--- config.mk ---
export PLATFORM = sky130hd
export DESIGN_NAME = irq_cmd_decoder
export DESIGN_NICKNAME = d
export VERILOG_FILES = /design/src/rtl/icd_pkg.sv /design/src/rtl/icd_prio_scan.sv /design/src/rtl/icd_read_mux.sv /design/src/rtl/irq_cmd_decoder.sv
export SDC_FILE = /design/constraint.sdc
export NUM_CORES = 1
export LEC_CHECK = 0
export ABC_AREA = 1
export BUFFER_PORTS_ARGS = -buffer_cell sky130_fd_sc_hd__buf_2
export CORE_MARGIN = 1
export CORE_UTILIZATION = 54
export DETAILED_ROUTE_END_ITERATION = 7
export GPL_ROUTABILITY_DRIVEN = 0
export PLACE_DENSITY = 0.81
export SLEW_MARGIN = 20
export SYNTH_ARGS = -nofsm -noshare
export SYNTH_HDL_FRONTEND = slang
export SYNTH_SLANG_ARGS = --single-unit
--- constraint.sdc ---
create_clock -name clk -period 3.8 [get_ports clk]
set_input_delay 0.19 -clock clk [delete_from_list [all_inputs] [get_ports clk]]
set_output_delay 0.19 -clock clk [all_outputs]
set_load 0.01 [all_outputs]
--- src/rtl/icd_pkg.sv ---
package icd_pkg;
    typedef enum logic [1:0] {
        STEP_IDLE = 2'd0,
        STEP_BASE = 2'd1,
        STEP_CASC = 2'd2,
        STEP_MODE = 2'd3
    } init_step_e;

    localparam logic [2:0] OP_ROT_OFF  = 3'd0;
    localparam logic [2:0] OP_EOI_ANY  = 3'd1;
    localparam logic [2:0] OP_EOI_LINE = 3'd3;
    localparam logic [2:0] OP_ROT_ON   = 3'd4;
    localparam logic [2:0] OP_EOI_ROT  = 3'd5;
    localparam logic [2:0] OP_SET_PRI  = 3'd6;
    localparam logic [2:0] OP_LINE_ROT = 3'd7;

    localparam int BIT_START = 4;
    localparam int BIT_OCW3  = 3;
endpackage

--- src/rtl/icd_prio_scan.sv ---
module icd_prio_scan #(
    parameter int N_LINES = 8,
    localparam int LINE_W = $clog2(N_LINES)
) (
    input  logic [N_LINES-1:0] vec,
    input  logic [LINE_W-1:0]  base,
    output logic               found,
    output logic [LINE_W-1:0]  line
);
    logic [N_LINES-1:0] rot;
    logic [LINE_W-1:0]  off;

    // rot[k] is the line k places below the base in priority
    for (genvar g = 0; g < N_LINES; g++) begin : g_rot
        assign rot[g] = vec[LINE_W'(g) + base];
    end

    always_comb begin
        found = |rot;
        off   = '0;
        for (int i = N_LINES - 1; i >= 0; i--) begin
            if (rot[i]) off = LINE_W'(i);
        end
        line = off + base;
    end
endmodule

--- src/rtl/icd_read_mux.sv ---
module icd_read_mux #(
    parameter int N_LINES = 8,
    parameter int DATA_W  = 8,
    localparam int LINE_W = $clog2(N_LINES)
) (
    input  logic               rd_addr,
    input  logic               sel_isr,
    input  logic               poll_mode,
    input  logic               poll_valid,
    input  logic [LINE_W-1:0]  poll_line,
    input  logic [N_LINES-1:0] req_vec,
    input  logic [N_LINES-1:0] svc_vec,
    input  logic [N_LINES-1:0] mask,
    output logic [DATA_W-1:0]  rdata
);
    logic [DATA_W-1:0] poll_word;

    assign poll_word = poll_valid ? DATA_W'(poll_line) : DATA_W'(7);

    always_comb begin
        if (poll_mode)     rdata = poll_word;
        else if (rd_addr)  rdata = DATA_W'(mask);
        else if (sel_isr)  rdata = DATA_W'(svc_vec);
        else               rdata = DATA_W'(req_vec);
    end
endmodule

--- src/rtl/irq_cmd_decoder.sv ---
module irq_cmd_decoder #(
    parameter int N_LINES = 8,
    parameter int DATA_W  = 8,
    localparam int LINE_W = $clog2(N_LINES)
) (
    input  logic               clk,
    input  logic               rst_n,
    input  logic               bus_wr,
    input  logic               bus_rd,
    input  logic               bus_addr,
    input  logic [DATA_W-1:0]  bus_wdata,
    output logic [DATA_W-1:0]  bus_rdata,
    input  logic [N_LINES-1:0] req_vec,
    input  logic [N_LINES-1:0] svc_vec,
    input  logic               pend_valid,
    input  logic [LINE_W-1:0]  pend_line,
    output logic [N_LINES-1:0] mask_o,
    output logic [LINE_W-1:0]  rot_base_o,
    output logic [DATA_W-1:0]  vec_base_o,
    output logic               nested_mode_o,
    output logic               auto_eoi_o,
    output logic               rotate_aeoi_o,
    output logic               special_mask_o,
    output logic [N_LINES-1:0] svc_clr_o,
    output logic [N_LINES-1:0] req_clr_o,
    output logic               ctl_reset_o,
    output logic               init_busy_o,
    output logic               init_err_o
);
    import icd_pkg::*;

    typedef struct packed {
        logic [N_LINES-1:0] mask;
        logic [LINE_W-1:0]  rot_base;
        logic [DATA_W-1:0]  vec_base;
        logic               nested;
        logic               aeoi;
        logic               rot_aeoi;
        logic               smm;
        logic               sel_isr;
        logic               poll;
        logic               need_mode;
        init_step_e         step;
        logic [N_LINES-1:0] svc_clr;
        logic [N_LINES-1:0] req_clr;
        logic               ctl_reset;
        logic               err;
    } ctl_t;

    ctl_t s_d, s_q;

    logic              wr0, wr1, is_start, start_bad;
    logic [2:0]        op_code;
    logic [LINE_W-1:0] cmd_line;
    logic              hi_found;
    logic [LINE_W-1:0] hi_line;

    assign wr0       = bus_wr && !bus_addr;
    assign wr1       = bus_wr &&  bus_addr;
    assign is_start  = bus_wdata[BIT_START];
    assign start_bad = bus_wdata[1] || bus_wdata[3];
    assign op_code   = bus_wdata[7:5];
    assign cmd_line  = bus_wdata[LINE_W-1:0];

    icd_prio_scan #(.N_LINES(N_LINES)) i_isr_scan (
        .vec   (svc_vec),
        .base  (s_q.rot_base),
        .found (hi_found),
        .line  (hi_line)
    );

    icd_read_mux #(.N_LINES(N_LINES), .DATA_W(DATA_W)) i_rd_mux (
        .rd_addr    (bus_addr),
        .sel_isr    (s_q.sel_isr),
        .poll_mode  (s_q.poll),
        .poll_valid (pend_valid),
        .poll_line  (pend_line),
        .req_vec    (req_vec),
        .svc_vec    (svc_vec),
        .mask       (s_q.mask),
        .rdata      (bus_rdata)
    );

    always_comb begin
        s_d           = s_q;
        s_d.svc_clr   = '0;
        s_d.req_clr   = '0;
        s_d.ctl_reset = 1'b0;
        s_d.err       = 1'b0;

        if (wr0) begin
            if (is_start) begin
                if (start_bad) begin
                    s_d.err = 1'b1;
                end else begin
                    s_d.mask      = '0;
                    s_d.rot_base  = '0;
                    s_d.nested    = 1'b0;
                    s_d.aeoi      = 1'b0;
                    s_d.rot_aeoi  = 1'b0;
                    s_d.smm       = 1'b0;
                    s_d.sel_isr   = 1'b0;
                    s_d.poll      = 1'b0;
                    s_d.need_mode = bus_wdata[0];
                    s_d.step      = STEP_BASE;
                    s_d.ctl_reset = 1'b1;
                end
            end else if (bus_wdata[BIT_OCW3]) begin
                s_d.poll = bus_wdata[2];
                if (bus_wdata[1]) s_d.sel_isr = bus_wdata[0];
                if (bus_wdata[6]) s_d.smm     = bus_wdata[5];
            end else begin
                case (op_code)
                    OP_ROT_OFF: s_d.rot_aeoi = 1'b0;
                    OP_ROT_ON:  s_d.rot_aeoi = 1'b1;
                    OP_EOI_ANY, OP_EOI_ROT: begin
                        if (hi_found) begin
                            s_d.svc_clr = N_LINES'(1) << hi_line;
                            if (op_code == OP_EOI_ROT) s_d.rot_base = hi_line + 1'b1;
                        end
                    end
                    OP_EOI_LINE: s_d.svc_clr  = N_LINES'(1) << cmd_line;
                    OP_SET_PRI:  s_d.rot_base = cmd_line + 1'b1;
                    OP_LINE_ROT: begin
                        s_d.svc_clr  = N_LINES'(1) << cmd_line;
                        s_d.rot_base = cmd_line + 1'b1;
                    end
                    default: ;
                endcase
            end
        end else if (wr1) begin
            case (s_q.step)
                STEP_IDLE: s_d.mask = N_LINES'(bus_wdata);
                STEP_BASE: begin
                    s_d.vec_base = {bus_wdata[DATA_W-1:3], 3'b000};
                    s_d.step     = STEP_CASC;
                end
                STEP_CASC: s_d.step = s_q.need_mode ? STEP_MODE : STEP_IDLE;
                STEP_MODE: begin
                    s_d.nested = bus_wdata[4];
                    s_d.aeoi   = bus_wdata[1];
                    s_d.step   = STEP_IDLE;
                end
                default: s_d.step = STEP_IDLE;
            endcase
        end

        if (bus_rd && s_q.poll) begin
            s_d.poll = 1'b0;
            if (pend_valid) begin
                s_d.req_clr = N_LINES'(1) << pend_line;
                s_d.svc_clr = s_d.svc_clr | (N_LINES'(1) << pend_line);
            end
        end
    end

    always_ff @(posedge clk or negedge rst_n) begin
        if (!rst_n) s_q <= '0;
        else        s_q <= s_d;
    end

    assign mask_o         = s_q.mask;
    assign rot_base_o     = s_q.rot_base;
    assign vec_base_o     = s_q.vec_base;
    assign nested_mode_o  = s_q.nested;
    assign auto_eoi_o     = s_q.aeoi;
    assign rotate_aeoi_o  = s_q.rot_aeoi;
    assign special_mask_o = s_q.smm;
    assign svc_clr_o      = s_q.svc_clr;
    assign req_clr_o      = s_q.req_clr;
    assign ctl_reset_o    = s_q.ctl_reset;
    assign init_busy_o    = (s_q.step != STEP_IDLE);
    assign init_err_o     = s_q.err;

    assert_init_clears_R1: assert property (@(posedge clk) disable iff (!rst_n)
        (wr0 && bus_wdata[4] && !bus_wdata[3] && !bus_wdata[1])
        |=> (mask_o == '0 && rot_base_o == '0 && init_busy_o && ctl_reset_o));

    assert_busy_ends_R2: assert property (@(posedge clk) disable iff (!rst_n)
        (wr1 && s_q.step == STEP_CASC && !s_q.need_mode) |=> !init_busy_o);

    assert_mode_byte_R3: assert property (@(posedge clk) disable iff (!rst_n)
        (wr1 && s_q.step == STEP_MODE)
        |=> (nested_mode_o == $past(bus_wdata[4]) && auto_eoi_o == $past(bus_wdata[1]) && !init_busy_o));

    assert_clr_onehot_R4: assert property (@(posedge clk) disable iff (!rst_n)
        $onehot0(svc_clr_o));

    assert_eoi_hits_set_R4: assert property (@(posedge clk) disable iff (!rst_n)
        (wr0 && !bus_wdata[4] && !bus_wdata[3] && bus_wdata[7:5] == 3'd1)
        |=> ((svc_clr_o & ~$past(svc_vec)) == '0));

    assert_line_eoi_R6: assert property (@(posedge clk) disable iff (!rst_n)
        (wr0 && !bus_wdata[4] && !bus_wdata[3] && bus_wdata[5] && bus_wdata[6])
        |=> (svc_clr_o == (N_LINES'(1) << $past(bus_wdata[2:0]))));

    assert_poll_ack_R10: assert property (@(posedge clk) disable iff (!rst_n)
        (bus_rd && s_q.poll && pend_valid)
        |=> (req_clr_o == (N_LINES'(1) << $past(pend_line)) && !s_q.poll));

    assert_mask_load_R11: assert property (@(posedge clk) disable iff (!rst_n)
        (wr1 && !init_busy_o) |=> (mask_o == $past(N_LINES'(bus_wdata))));

    assert_bad_init_R12: assert property (@(posedge clk) disable iff (!rst_n)
        (wr0 && bus_wdata[4] && (bus_wdata[3] || bus_wdata[1]))
        |=> (init_err_o && $stable(mask_o) && $stable(init_busy_o) && !ctl_reset_o));
endmodule

# == Yosys cells after proc, flatten, opt, wreduce, memory -nomap -nowiden ==
# Cells that the tools add are included.
# word_totals
register_bits,43
latchBits,0
ram_bits,0
romBits,0
out_inout_bits,50
n_memories,0
# classes
addsub,10
mul,0
div,0
n_lt_le_gt_ge,8
n_eq_ne,16
shift,3
n_mux,67
bitwise_logic,3
reduce_logical,33
# ops
operator,n
two-way mux 8 bit,11
two-way mux 3 bit,15
< comparator 3 x 4 -> 1 bit (second input constant),8
two-way mux 16 bit,2
binary-select mux 1 bit (select 3 bit),8
AND reduction 4 bit,6
left shift 1 x 3 -> 8 bit (first input constant),3
two-way mux 2 bit,10
case mux 8 bit (2 select lines),1
nonzero test 2 bit,8
two-way mux 1 bit,14
adder 3 bit (first input constant),4
== test 3 bit (second input constant),4
two-way mux 11 bit,1
two-way mux 9 bit,1
AND reduction 3 bit,3
nonzero test 3 bit,3
OR 8 bit,1
OR reduction 8 bit,1
adder 2 x 3 -> 3 bit (first input constant),2
adder 3 x 1 -> 3 bit (second input constant),2
!= test 2 bit (second input constant),3
!= test 3 bit (second input constant),2
case mux 2 bit (3 select lines),1
other kinds (20),26

# == Depth between registers and ports, before layout ==
# Gate-level depths: netlist (run 1).
# logic_depth
depth_word,21
depth_mapped,22

# == Cells and area by module ==
# From an unflattened synthesis (run 1), not the netlist that was laid out.
# unflattened
cells_unflattened,495
area_unflattened_um2,3304.4
# modules_own_cells
module,instances,cells_each,area_each_um2,seq_area_each_um2
irq_cmd_decoder,1,325,2461.1,1076.0
icd_prio_scan,1,106,551.8,0.0
icd_read_mux,1,64,291.5,0.0

# == Least setup slack after synthesis (run 1) ==
# OpenSTA, ideal clock, no wires.
# synth_path
kind,register -> register
start,register s_q (netlist bit rot_base_o[1])
end,register s_q (netlist bit rot_base_o[2])
arrival_time_ns,3.054
required_time_ns,3.683
path_slack_ns,0.629
stages_incl_launch_ff,23
n_path_buf,1
path_cell_list,dfrtp_1 buf_2 inv_2 ha_1 inv_1 nand3_1 nand3_1 nand2_1 a21oi_1 o21ai_0 nand2_1 a21boi_0 ha_1 inv_1 fa_1 inv_1 nand2_1 o21ai_0 ha_1 inv_1 nand3_1 nand3_1 nand2_1
# synth_via
elab_chain_len,18
elab_cells_between_ends,41
cone_classes,add/sub: 9; eq/ne: 1; mux: 29; reduce/logical: 2
# synth_lines
item,line_no,text
"start, declared",irq_cmd_decoder.sv:50,"ctl_t s_d, s_q;"
"start signal, assigned",irq_cmd_decoder.sv:158,if (!rst_n) s_q <= '0;
"start signal, assigned",irq_cmd_decoder.sv:159,else s_q <= s_d;
adder 3 bit,icd_prio_scan.sv:15,assign rot[g] = vec[LINE_W'(g) + base];
binary-select mux 1 bit (select 3 bit),icd_prio_scan.sv:15,
two-way mux 1 bit (not written as such),icd_prio_scan.sv:15,
two-way mux 3 bit (8 in a row),icd_prio_scan.sv:22,if (rot[i]) off = LINE_W'(i);
adder 3 bit,icd_prio_scan.sv:24,line = off + base;
adder 3 x 1 -> 3 bit,irq_cmd_decoder.sv:119,if (op_code == OP_EOI_ROT) s_d.rot_base = hi_line + 1'b1;
two-way mux 3 bit,irq_cmd_decoder.sv:119,
two-way mux 3 bit,irq_cmd_decoder.sv:117,if (hi_found) begin
case mux 3 bit (2 select lines),irq_cmd_decoder.sv:113,case (op_code)
two-way mux 3 bit,irq_cmd_decoder.sv:108,end else if (bus_wdata[BIT_OCW3]) begin
two-way mux 3 bit,irq_cmd_decoder.sv:92,if (is_start) begin
# Parallel ways exist; a longest one is shown, timed or not. The select of a mux whose other input is x is not followed.
# A chain may end at the register's enable or synchronous reset.

# == Worst setup path after layout (run 1) ==
# layout_path
start,register s_q (netlist bit rot_base_o[0])
end,register s_q (netlist bit rot_base_o[2])
# The elaborated chain is that of the path after synthesis.

==> impl_metrics.toml, run 1 <==
[synthesis]
ys_warn_count = 0
mappedNetlistArea_mm2 = 0.00320
synth_top_area_frac = 0.337
synth_edf_count = 0
synth_cell_types = 38
synth-main-ff-cell = "dfrtp_1"
yosysSeqAreaShare = 0.337
ys_ff_latch = 43
yosys-top-cells-area = "dfrtp_1 (34%), nand2_1 (16%), buf_4 (8.2%), inv_1 (5.8%), nand3_1 (5.2%)"
post-synth-top-count-cell = "nand2_1"
avgSynthCellArea_um2 = 7.10
synthTopCellsByCount = "nand2_1 (132), inv_1 (49), dfrtp_1 (43)"
async_reset_ff_frac = 1.00
yosysTopAreaCell = "dfrtp_1"
synthCells = 450

[floorplan]
dieArea_mm2 = 0.00623
rows = 27
pin_count = 83
start_util = 0.570
die_w_um = 78.9
die_h_um = 78.9
coreArea_mm2 = 0.00561

[power]
power_leakage_nw = 2.00
p_per_area_mw_per_mm2 = 732
power_mw = 2.59
ir_worst_vdd_v = 0.000374

[route]
routed_via_density = 5.15
wl_per_cell_um = 13.0
ant_nets = 0
drc = 0
drt_iter0_markers = 219
route.vias.total = 2941
wirelength_mm = 7.40
firstDrtPassIters = 4

[critical_path]
worstPathRequired_ns = 4.00
critPathKind = "reg2reg"
slowest_stage = "fa_1"
crit_arrival_ns = 3.48
crit_path_end_kind = "flip-flop"
cp_top_family = "adder cells"
worst_path_largest_cell_delay_ns = 0.53
worst-path-buf-inv = 5
cp_cell_sequence = "inv_6 -> ha_1 -> inv_1 -> nand3_1 -> nand3_1 -> nand2_1 -> a21oi_1 -> o21ai_0 -> nand2_1 -> a21boi_0 -> ha_1 -> inv_1 -> fa_1 -> inv_1 -> nand2_1 -> o21ai_0 -> ha_1 -> inv_1 -> nand3_1 -> nand3_1 -> nand2_1"
cp_max_fo = 9
cp-start-kind = "flip-flop"

[sta]
fin_hold_ws_ns = 0.0252
drv_slew = 0
period_share = 0.865
tightestPinTransition_ns = 0.921
max_freq_ghz = 0.304
hold_viol_final = 0
slew_headroom = 0.386
rsz0062_at_grt = "false"
skew_ns = 0.00587
tns_ns = 0
setup_viol = 0
min_period_ns = 3.29

[clocking]
ctsResizeCount = 0
cts_tree = "built"
hold_buffers = 0
htreeDepth = 2
cts.clk_slew.worst_paths_ns = 0.08
clk_latency_ns = 0.30
cts.sinks = 43
post_cts_buffers = 0
clockBufferDepth = 2
cts-buffers-inserted = 5
cts-root-buf = "clkbuf_8"

[global_route]
grt_max_degree = 44
grt_pass1_vias = 2622
gr-total-overflow = 0
grt_usage = 0.247
grt_pass1_wl_mm = 12.0
antenna_found_initial = 0

[place]
hpwl_mm = 5.78
io_buffer_count = 79

[final_layout]
nNetsFinal = 540
layout-drive-gt1-share = 0.257
final_core_util = 0.630
n_antenna_cell = 0
area_growth_pct = 10.5

[min_path]
min_path_type = "in2async"

[run]
max_cap_violations = 0

[run_status]
status = "finished clean"
-- cells by family after synthesis --
kind of cell / Yosys count / share of synthesized area
AOI/OAI and AO/OA: 54 / 0.0987
and+or+nand+nor: 239 / 0.348
other: 1 / 0.00117
adders and majority gates: 9 / 0.0376
buffers and inverters: 99 / 0.164
xor gates and xnor gates: 5 / 0.0137
DFF: 43 / 0.337
-- cell type report --
class | instances | area, um^2
Clock buffer | 6 | 72.6
Clock inverter | 2 | 60.1
Timing Repair Buffer | 81 | 410
Fill cell | 532 | 2080
Tap cell | 72 | 90.1
Sequential cell | 43 | 1080
Inverter | 57 | 219
Multi-Input combinational cell | 310 | 1600
-- worst reg2reg max path, cell delays in order (launching register included) --
cell and delay (ns):
dfrtp_1 0.42, inv_6 0.08, ha_1 0.39, inv_1 0.12
nand3_1 0.12, nand3_1 0.08, nand2_1 0.10, a21oi_1 0.06
o21ai_0 0.14, nand2_1 0.06, a21boi_0 0.16, ha_1 0.16
inv_1 0.05, fa_1 0.53, inv_1 0.08, nand2_1 0.06
o21ai_0 0.09, ha_1 0.22, inv_1 0.06, nand3_1 0.07
nand3_1 0.08, nand2_1 0.05
-- sequential cells by signal, summed over array words and instances, names as in the netlist --
name	cells
mask_o	8
req_clr_o	8
svc_clr_o	8
s_q	5
vec_base_o	5
rot_base_o	3
auto_eoi_o	1
ctl_reset_o	1
init_err_o	1
nested_mode_o	1
rotate_aeoi_o	1
special_mask_o	1
-- metal layers --
layer | global-route usage | up-vias | routed length (um)
li1 | - | 1492 | -
met1 | 0.356 | 1319 | 3510
met3 | 0.0448 | 18 | 530
met2 | 0.366 | 112 | 3200
met5 | 0 | - | 0
met4 | 0.0945 | 0 | 153
-- final timing paths --
kind | startpoint | endpoint | slack, ns | cells past startpoint
max reg2reg | rot_base_o[0] | rot_base_o[2] | 0.51 | 21
max | rot_base_o[0] | rot_base_o[2] | 0.51 | 21
min reg2reg | vec_base_o[3] | vec_base_o[3] | 0.50 | 2
min | rst_n | req_clr_o[2] | 0.03 | 1
min in group clk | pend_line[0] | req_clr_o[7] | 0.18 | 3
max in group asynchronous | rst_n | vec_base_o[6] | 3.20 | 1
-- report_power, final --
group	internal [mW]	total, mW	switching [mW]
clock network	0.263	0.422	0.159
logic	0.537	1.50	0.967
registers	0.561	0.660	0.0990
-- cell usage in the layout (no fill, tap or decap), types with 4 or more instances in the layout --
master	instances
nand4_1	5
nand3_2	6
nand3_1	33
inv_2	6
dfrtp_1	43
inv_1	49
nor2_1	32
buf_2	79
nand2_2	15
clkbuf_8	5
o21ai_0	22
o211ai_1	5
o21ai_1	8
o31ai_1	6
nor3_1	4
nand2_1	132
ha_1	8
a21oi_1	7
-- stage by stage --
step / std cells / cell area (um^2) / worst slack (ns)
final: 571 / 3530 / 0.514
after global routing: 571 / 3530 / 0.126
after CTS: 571 / 3530 / 0.512
after detailed placement: 563 / 3400 / 0.511
after global placement: 563 / 3400 / 0.635
after floorplan: 452 / 3200 / 0.629
Note: power is estimated with default switching activity, not from simulation.
==> run 2, diff against run 1 <==
==> constraint.sdc (replaced) <==
create_clock -name clk -period 3.8 [get_ports clk]
set_input_delay 0 -clock clk [delete_from_list [all_inputs] [get_ports clk]]
set_output_delay 0 -clock clk [all_outputs]
set_load 0.01 [all_outputs]
==> impl_metrics.toml, run 2 (same netlist as run 1, synthesis figures left out) <==
[run_status]
status = "finished clean"

[route]
routed_via_density = 5.13
met1_length_mm = 3.50
wirelength_mm = 7.38
drt_iter0_markers = 191
firstDrtPassIters = 4
ant_nets = 0
route.met2.wl_mm = 3.26
wl_per_cell_um = 12.8
routed.top_layer = "met4"
met3WireLength_um = 502
route.vias.total = 2949
drc = 0

[final_layout]
layout-drive-gt1-share = 0.254
multi_input_area_mm2 = 0.00160
area_growth_pct = 11.7
nFillCells = 528
layout_common_cells = "nand2_1 (132), buf_2 (79), inv_1 (49)"
regArea_mm2 = 0.00108
mostFrequentLayoutCell = "nand2_1"
nNetsFinal = 544
final_core_util = 0.637
n_antenna_cell = 0

[sta]
hold_viol_final = 0
skew_ns = 0.00650
max_freq_ghz = 0.305
period_share = 0.863
finalWorstSetupSlack_ns = 0.519
min_period_ns = 3.28
tightestPinTransition_ns = 0.915
drv_slew = 0
rsz0062_at_grt = "false"
fin_hold_ws_ns = 0.00738
tns_ns = 0
setup_viol = 0
slew_headroom = 0.390

[floorplan]
dieArea_mm2 = 0.00623
coreArea_mm2 = 0.00561
die_w_um = 78.9
die_h_um = 78.9
pin_count = 83
rows = 27
start_util = 0.570

[clocking]
cts_tree = "built"
post_cts_buffers = 0
cts.clk_slew.worst_paths_ns = 0.08
clk_latency_ns = 0.30
cts-root-buf = "clkbuf_8"
cts-buffers-inserted = 5
cts.sinks = 43
clockBufferDepth = 2
ctsResizeCount = 0
hold_buffers = 4
htreeDepth = 2

[power]
comb_power_share = 0.582
swShare = 0.473
p_clk_frac = 0.163
p_per_area_mw_per_mm2 = 724
p_switching_mw = 1.22
power_leakage_nw = 2.01
power.internal_mw = 1.36
seqPwrFrac = 0.255
ir_worst_vdd_v = 0.000373

[global_route]
grt_usage = 0.248
antenna_found_initial = 0
gr-total-overflow = 0
grt_pass1_wl_mm = 12.1
grt_pass1_vias = 2634
grt_max_degree = 44

[min_path]
min_path_type = "in2reg"

[critical_path]
worst_path_largest_cell_delay_ns = 0.53
worstPathRequired_ns = 4.00
crit_arrival_ns = 3.48
critPathKind = "reg2reg"
cp_cell_sequence = "inv_6 -> ha_1 -> inv_1 -> nand3_1 -> nand3_1 -> nand2_1 -> a21oi_1 -> o21ai_0 -> nand2_1 -> a21boi_0 -> ha_1 -> inv_1 -> fa_1 -> inv_1 -> nand2_1 -> o21ai_0 -> ha_1 -> inv_1 -> nand3_1 -> nand3_1 -> nand2_1"
cp_max_fo = 9
slowest_stage = "fa_1"
cp-start-kind = "flip-flop"
crit_path_end_kind = "flip-flop"

[run]
max_cap_violations = 0

[place]
io_buffer_count = 79
hpwl_mm = 5.78
place_worst_setup_slack_ns = 0.511
## run 2: cell count changes in the layout (fill, tap and decap cells not counted)
cell           delta
dlygate4sd3_1     +4
## run 2: critical path, delay by kind of cell (launching register included)
| family | cells | cell delay, ns |
|---|---|---|
| fa+ha+maj | 4 | 1.30 |
| buf+inv | 5 | 0.38 |
| flops | 1 | 0.42 |
| simple gates | 8 | 0.62 |
| compound gates | 4 | 0.45 |
## run 2: final timing paths
kind	cells after the start	to	start	slack, ns
min in group asynchronous	2	req_clr_o[4]	rst_n	0.37
min	4	s_q[21]	bus_rd	0.007
max	21	rot_base_o[2]	rot_base_o[0]	0.52
min reg2reg	2	vec_base_o[3]	vec_base_o[3]	0.50
max in group asynchronous	2	vec_base_o[6]	rst_n	2.85
max reg2reg	21	rot_base_o[2]	rot_base_o[0]	0.52
## run 2: power groups by stage
stage	Sequential [mW]	Combinational [mW]	Clock, mW
finish	0.659	1.51	0.422
global route	0.673	1.70	0.447
CTS	0.657	1.50	0.424
detailed placement	0.665	1.49	0
global placement	0.661	1.45	0
floorplan	0.633	1.27	0
## run 2: stage by stage
stage / instances / total power, mW / instance area [um^2]
after floorplan: 452 / 1.90 / 3200
after global placement: 563 / 2.11 / 3400
after detailed placement: 563 / 2.16 / 3400
after CTS: 575 / 2.58 / 3570
after global routing: 575 / 2.82 / 3570
final: 575 / 2.59 / 3570
## run 2: final cells by class
cell class / count / area share
multi-input cells: 310 / 0.449
inverters: 57 / 0.0613
well taps: 72 / 0.0252
flip-flops and latches: 43 / 0.301
clock inverters: 2 / 0.0168
clock buffers: 6 / 0.0203
repair buffers: 85 / 0.126
## run 2: layer usage
layer  vias up  GRT usage
li1       1502          -
met5         -          0
met4         0     0.0945
met3        11     0.0448
met2       100      0.370
met1      1336      0.357
